[config.mk]
export PLATFORM = sky130hd
export DESIGN_NAME = capcmp_timer
export DESIGN_NICKNAME = d
export VERILOG_FILES = /design/src/rtl/capcmp_pkg.sv /design/src/rtl/capcmp_edge.sv /design/src/rtl/capcmp_count.sv /design/src/rtl/capcmp_match.sv /design/src/rtl/capcmp_timer.sv
export SDC_FILE = /design/constraint.sdc
export NUM_CORES = 1
export LEC_CHECK = 0
export BUFFER_PORTS_ARGS = -buffer_cell sky130_fd_sc_hd__buf_2
export CORE_MARGIN = 3
export CORE_UTILIZATION = 55
export DETAILED_ROUTE_END_ITERATION = 10
export GPL_TIMING_DRIVEN = 0
export PLACE_DENSITY_LB_ADDON = 0.2
export REMOVE_ABC_BUFFERS = 1
export SYNTH_ARGS = -nofsm -noshare
export SYNTH_HDL_FRONTEND = slang
export SYNTH_HIERARCHICAL = 1
export SYNTH_SLANG_ARGS = --single-unit
[constraint.sdc]
create_clock -name clk -period 1.8 [get_ports clk]
set_input_delay 0 -clock clk [delete_from_list [all_inputs] [get_ports clk]]
set_output_delay 0 -clock clk [all_outputs]
set_load 0.02 [all_outputs]
[src/rtl/capcmp_pkg.sv]
// Package: register addresses and control bit positions shared by the timer.
// Assumes a byte-wide register port with eight locations.
package capcmp_pkg;
    localparam int ADDR_W = 3;

    typedef enum logic [ADDR_W-1:0] {
        RA_CNT_HI = 3'd0,
        RA_CNT_LO = 3'd1,
        RA_CAP_HI = 3'd2,
        RA_CAP_LO = 3'd3,
        RA_CMP_HI = 3'd4,
        RA_CMP_LO = 3'd5,
        RA_CTRL   = 3'd6,
        RA_FLAGS  = 3'd7
    } reg_addr_e;

    localparam int CTRL_RISE_BIT = 0;
    localparam int CTRL_LVL_BIT  = 1;
    localparam int FLAG_CMP_BIT  = 0;
    localparam int FLAG_CAP_BIT  = 1;
endpackage

[src/rtl/capcmp_edge.sv]
// Synchronizes an asynchronous input and reports one chosen edge.
// Assumes STAGES >= 2; evt lasts one cycle for each qualifying transition.
module capcmp_edge #(
    parameter int STAGES = 2
) (
    input  logic clk,
    input  logic rst_n,
    input  logic din,
    input  logic rise_sel,
    output logic evt
);
    logic [STAGES-1:0] sync_q;
    logic              prev_q;
    logic              s_now;

    assign s_now = sync_q[STAGES-1];

    // Shift chain into the clock domain, plus one delayed copy for edge detect.
    always_ff @(posedge clk) begin
        if (!rst_n) begin
            sync_q <= '0;
            prev_q <= 1'b0;
        end else begin
            sync_q <= {sync_q[STAGES-2:0], din};
            prev_q <= s_now;
        end
    end

    // Pick the polarity that software selected.
    always_comb begin
        if (rise_sel) evt = s_now & ~prev_q;
        else          evt = ~s_now & prev_q;
    end
endmodule

[src/rtl/capcmp_count.sv]
// Free-running up counter; no load or stop input by design.
// Assumes natural wrap at 2**W.
module capcmp_count #(
    parameter int W = 16
) (
    input  logic         clk,
    input  logic         rst_n,
    output logic [W-1:0] cnt
);
    // Advance by one every clock.
    always_ff @(posedge clk) begin
        if (!rst_n) cnt <= '0;
        else        cnt <= cnt + 1'b1;
    end
endmodule

[src/rtl/capcmp_match.sv]
// Equality detector and output pin driver for the compare path.
// Assumes the level input is stable software state; the pin moves only on a hit.
module capcmp_match #(
    parameter int W = 16
) (
    input  logic         clk,
    input  logic         rst_n,
    input  logic [W-1:0] cnt,
    input  logic [W-1:0] cmp,
    input  logic         lvl,
    output logic         hit,
    output logic         pin
);
    assign hit = (cnt == cmp);

    // Load the programmed level on a hit, hold otherwise.
    always_ff @(posedge clk) begin
        if (!rst_n)   pin <= 1'b0;
        else if (hit) pin <= lvl;
    end
endmodule

[src/rtl/capcmp_timer.sv]
// Top of the capture/compare timer: register port, flags, capture and compare registers.
// Assumes a counter exactly two bus bytes wide; single-cycle strobes, registered read data.
module capcmp_timer #(
    parameter int BUS_W       = 8,
    parameter int SYNC_STAGES = 2
) (
    input  logic                        clk,
    input  logic                        rst_n,
    input  logic                        wr_en,
    input  logic                        rd_en,
    input  logic [capcmp_pkg::ADDR_W-1:0] addr,
    input  logic [BUS_W-1:0]            wdata,
    output logic [BUS_W-1:0]            rdata,
    input  logic                        cap_in,
    output logic                        cmp_out
);
    import capcmp_pkg::*;

    localparam int CNT_W = 2 * BUS_W;

    logic [CNT_W-1:0] cnt_q;
    logic [CNT_W-1:0] cap_q;
    logic [CNT_W-1:0] cmp_q;
    logic [BUS_W-1:0] stage_hi_q;
    logic [BUS_W-1:0] lo_hold_q;
    logic             hold_vld_q;
    logic [1:0]       ctrl_q;
    logic             cmp_flag;
    logic             cap_flag;
    logic             cap_evt;
    logic             hit;
    logic             ctrl_lvl;
    logic             clr_cmp;
    logic             clr_cap;
    logic             flags_wr;

    assign ctrl_lvl = ctrl_q[CTRL_LVL_BIT];
    assign flags_wr = wr_en && (addr == RA_FLAGS);
    assign clr_cmp  = flags_wr && wdata[FLAG_CMP_BIT];
    assign clr_cap  = flags_wr && wdata[FLAG_CAP_BIT];

    capcmp_count #(.W(CNT_W)) u_count (
        .clk   (clk),
        .rst_n (rst_n),
        .cnt   (cnt_q)
    );

    capcmp_edge #(.STAGES(SYNC_STAGES)) u_edge (
        .clk      (clk),
        .rst_n    (rst_n),
        .din      (cap_in),
        .rise_sel (ctrl_q[CTRL_RISE_BIT]),
        .evt      (cap_evt)
    );

    capcmp_match #(.W(CNT_W)) u_match (
        .clk   (clk),
        .rst_n (rst_n),
        .cnt   (cnt_q),
        .cmp   (cmp_q),
        .lvl   (ctrl_lvl),
        .hit   (hit),
        .pin   (cmp_out)
    );

    // Latch the count into the capture register on a qualifying edge.
    always_ff @(posedge clk) begin
        if (!rst_n)       cap_q <= '0;
        else if (cap_evt) cap_q <= cnt_q;
    end

    // Software-writable state: control bits and the staged compare register.
    always_ff @(posedge clk) begin
        if (!rst_n) begin
            ctrl_q     <= '0;
            stage_hi_q <= '0;
            cmp_q      <= '1;
        end else if (wr_en) begin
            case (addr)
                RA_CTRL:   ctrl_q     <= wdata[1:0];
                RA_CMP_HI: stage_hi_q <= wdata;
                RA_CMP_LO: cmp_q      <= {stage_hi_q, wdata};
                default:   ;
            endcase
        end
    end

    // Sticky event flags; a set in the same cycle overrides a clear.
    always_ff @(posedge clk) begin
        if (!rst_n) begin
            cmp_flag <= 1'b0;
            cap_flag <= 1'b0;
        end else begin
            if (hit)          cmp_flag <= 1'b1;
            else if (clr_cmp) cmp_flag <= 1'b0;
            if (cap_evt)      cap_flag <= 1'b1;
            else if (clr_cap) cap_flag <= 1'b0;
        end
    end

    // Registered read port with the low-byte freeze for coherent count reads.
    always_ff @(posedge clk) begin
        if (!rst_n) begin
            rdata      <= '0;
            lo_hold_q  <= '0;
            hold_vld_q <= 1'b0;
        end else if (rd_en) begin
            case (addr)
                RA_CNT_HI: begin
                    rdata      <= cnt_q[CNT_W-1:BUS_W];
                    lo_hold_q  <= cnt_q[BUS_W-1:0];
                    hold_vld_q <= 1'b1;
                end
                RA_CNT_LO: begin
                    rdata      <= hold_vld_q ? lo_hold_q : cnt_q[BUS_W-1:0];
                    hold_vld_q <= 1'b0;
                end
                RA_CAP_HI: rdata <= cap_q[CNT_W-1:BUS_W];
                RA_CAP_LO: rdata <= cap_q[BUS_W-1:0];
                RA_CMP_HI: rdata <= cmp_q[CNT_W-1:BUS_W];
                RA_CMP_LO: rdata <= cmp_q[BUS_W-1:0];
                RA_CTRL:   rdata <= BUS_W'(ctrl_q);
                default:   rdata <= BUS_W'({cap_flag, cmp_flag});
            endcase
        end
    end
endmodule

==> results.tsv <==
stage	metric	value	unit
status	status	completed	
global_route	GR peak layer	met2	
synth	area fraction of the dominant cell type after synthesis	42.4	%
min_path	Worst Hold Endpoint	cmp_flag	
drt	drt first pass iters	4	
global_route	initial antenna violation count	0	
finish	area delta synth->final	10.2	%
timing	Max Freq	0.586	GHz
synth	Synth Cell Area	0.00383	mm2
critical_path	Crit path required time	2090	ps
critical_path	worst-path cell chain	xnor2_1, nand4_1, nor4_2, mux2i_1	
min_path	Hold WC Path Type	in2reg	
synth	post-synthesis register bit count	81	
drt	Iter 0 DRT Violations	150	
global_route	Global Route met2 Usage	35.8	%
critical_path	largest stage delay on the critical path	580	ps
critical_path	CP max-delay cell	dfxtp_1	
floorplanning	Die ar.	0.00799	mm2
timing	setup ws final	93.4	ps
timing	Final Hold Fails	0	
cts	clk root buf	clkbuf_8	
timing	setup TNS	0	ps
critical_path	CP max FO	7	
critical_path	RR Endpoint	u_match/pin	
critical_path	FF-to-FF setup slack	90	ps
global_route	first-pass GRT wire length	14200	um
global_route	global route total overflow	0	
placed_design	Post-DP HPWL	5620	um
synth	part of the Yosys area used for sequential elements	42.4	%
drt	Routed WL	8560	um
global_route	GR Layer Usage met3	6.64	%
critical_path	kind of cell adding the most delay to the critical path	simple AND/OR/NAND/NOR gates	
critical_path	Crit Path Category	reg2reg	
critical_path	reg2reg start	u_count/cnt[4]	
floorplanning	num rows	29	
synth	number of cells produced by synthesis	424	
flow_run	number of max-cap violations	0	
timing	worst slew pin tran	939	ps
global_route	met1 global-route usage	31.9	%
floorplanning	chip height	89.4	um
timing	unrepaired setup endpoints after global routing	false	
drt	Routed Antenna Nets	0	
min_path	Hold Path Depth	3	
floorplanning	I/O pins	25	
synth	number of flops mapped to enable cells by yosys	0	
synth	Mapped Avg Cell Area	9.02	um2
synth	Synth cell types	52	
timing	Setup Viol. Count Final	0	
global_route	total track usage	23.5	%
finish	Final nets	459	
critical_path	buffers and inverters on the worst path	0	
finish	most frequent cells in the layout	dfxtp_1, nand2_1, mux2i_1, nor2b_1, nand3_1	
synth	leading area contributor after synthesis	dfxtp_1	
timing	Setup Skew	6.97	ps
floorplanning	Die Wd	89.4	um
finish	most common cell after layout, fill and taps aside	dfxtp_1	
finish	share of layout cells above drive strength 1	12.5	%
critical_path	worst r2r path cells	4	
power_and_ir_drop	Pleak	1.55	nW
floorplanning	Initial Util	58.6	%
cts	Inserted Clock Buffers	9	
synth	synthesis warning total	6	
drt	DRC viols	0	
timing	Slew HR	37.1	%
global_route	number of global-route vias before repair	2823	
synth	top_reg_cell synth	dfxtp_1	
cts	CTS tree	built	
cts	CTS sink count	81	
drt	wire per inst	16.3	um
timing	Final Slew Violations	0	
timing	shortest period the worst path allows	1710	ps
critical_path	CP Capture Type	flop	
placed_design	input/output buffers	24	
drt	Vias per Instance	5.81	
cts	clk_lat worst skew	360	ps
synth	asr flop ratio synth	0	%
finish	antenna fix cells	0	
cts	Max clock buf depth	2	
min_path	Hold Startpoint	wr_en	
critical_path	CP Launch Type	flop	
cts	H-tree Lvls	3	
synth	leading post-synthesis cells by cell area	dfxtp_1, mux2i_1, nand2_1	
timing	fin crit share	94.8	%
floorplanning	Core Area	0.00653	mm2
placed_design	GP Congestion	0.795	
power_and_ir_drop	Power Dens Cells	806	mW/mm2
drt	Vias	3042	
critical_path	critical path arrival	2000	ps
cts	Worst-path clk slew	80	ps
power_and_ir_drop	Worst VDD drop	0.624	mV
placed_design	DP Worst Slack	-167	ps
global_route	largest net degree at the start of global routing	71	
==> final cells by class <==
| type | instances | area, um2 |
|---|---|---|
| Timing Repair Buffer | 34 | 233 |
| Sequential cell | 81 | 1620 |
| Multi-Input combinational cell | 310 | 2060 |
| Clock inverter | 4 | 27.5 |
| Clock buffer | 12 | 155 |
| Inverter | 6 | 22.5 |
| Tap cell | 77 | 96.3 |
| Fill cell | 552 | 2310 |
==> metal layers <==
layer  up-vias  share of wire [%]
met5         -                  0
li1       1520                  -
met4         0                1.8
met2        85                 46
met1      1421                 46
met3        16                6.1
==> through the flow <==
stage	instances	util, %	cell area, um2	hold slack (ps)	total power, mW
CTS	523	64.2	4190	43.5	3.43
floorplan	397	-	3690	71.8	2.07
global route	524	64.6	4220	74.5	3.53
finish	524	64.6	4220	68.9	3.40
detailed placement	498	59.9	3910	211	2.19
global placement	498	59.8	3910	209	2.18
==> cells in the mapped netlist (all sizes together), types with 2 or more instances <==
| master | number |
|---|---|
| nor3 | 4 |
| o21ai | 7 |
| a221oi | 2 |
| or4 | 4 |
| nor2 | 11 |
| and2 | 4 |
| o21a | 2 |
| nand2 | 68 |
| a31oi | 2 |
| xor2 | 2 |
| nand3 | 25 |
| inv | 6 |
| o31ai | 4 |
| nand2b | 7 |
| a22oi | 5 |
| o221ai | 2 |
| or3 | 3 |
| a21oi | 12 |
| nor2b | 30 |
| xnor2 | 17 |
| buf | 15 |
| a211oi | 3 |
| nor4 | 5 |
| clkbuf | 12 |
| mux2 | 8 |
| or2 | 2 |
| o211a | 2 |
| a22o | 2 |
| mux2i | 44 |
| and3 | 4 |
| nand4 | 7 |
| o22ai | 4 |
| a21boi | 9 |
| dfxtp | 81 |
| a211o | 2 |
==> timing repair <==
item / in CTS / in global routing
pin swaps: 0 / 1
hold buffers: 9 / 0
hold endpoints to repair: 19 / 0
gates resized for setup: 1 / 2
setup endpoints to repair: 16 / 11
setup buffers: 0 / 1
==> report_power, final <==
part / internal, mW / switching (mW) / total [mW]
logic: 0.130 / 0.163 / 0.293
registers: 1.83 / 0.0432 / 1.87
clock network: 0.574 / 0.658 / 1.23
total: 2.53 / 0.865 / 3.40
==> how the worst max path moves through the flow <==
stage / startpoint / endpoint / slack [ps] / cells after the start
floorplan: u_edge/sync_q[1] / cap_q[0] / 250 / 4
global placement: addr[2] / stage_hi_q[2] / -610 / 5
detailed placement: rst_n / rdata[5] / -170 / 5
CTS: ctrl_q[0] / cap_q[14] / 80 / 4
global route: u_count/cnt[1] / u_count/cnt[10] / 2 / 4
finish: u_count/cnt[4] / u_match/pin / 90 / 4
==> tightest hold or removal path: cells and delay by family <==
| family | cells | cell delay [ps] |
|---|---|---|
| compound gates | 2 | 240 |
| buf+inv | 1 | 140 |
==> state kept, by name, summed over array words and instances (netlist names), 2 cells and up <==
name / flops
cap_q: 16
u_count/cnt: 16
stage_hi_q: 8
ctrl_q: 2
rdata: 8
cmp_q: 16
u_edge/sync_q: 2
lo_hold_q: 8
==> logic make-up (layout without fill, tap and decap cells) <==
family / after synthesis / count (layout) / share of synthesized area (%)
AOI/OAI and AO/OA: 60 / 60 / 11.0
xor gates and xnor gates: 19 / 19 / 4.35
adders and majority gates: 1 / 1 / 0.327
buffers and inverters: 33 / 56 / 4.09
DFF: 81 / 81 / 42.4
muxes: 52 / 52 / 13.9
and+or+nand+nor: 178 / 178 / 24.0
No activity file was read; power rests on OpenSTA's default activity.
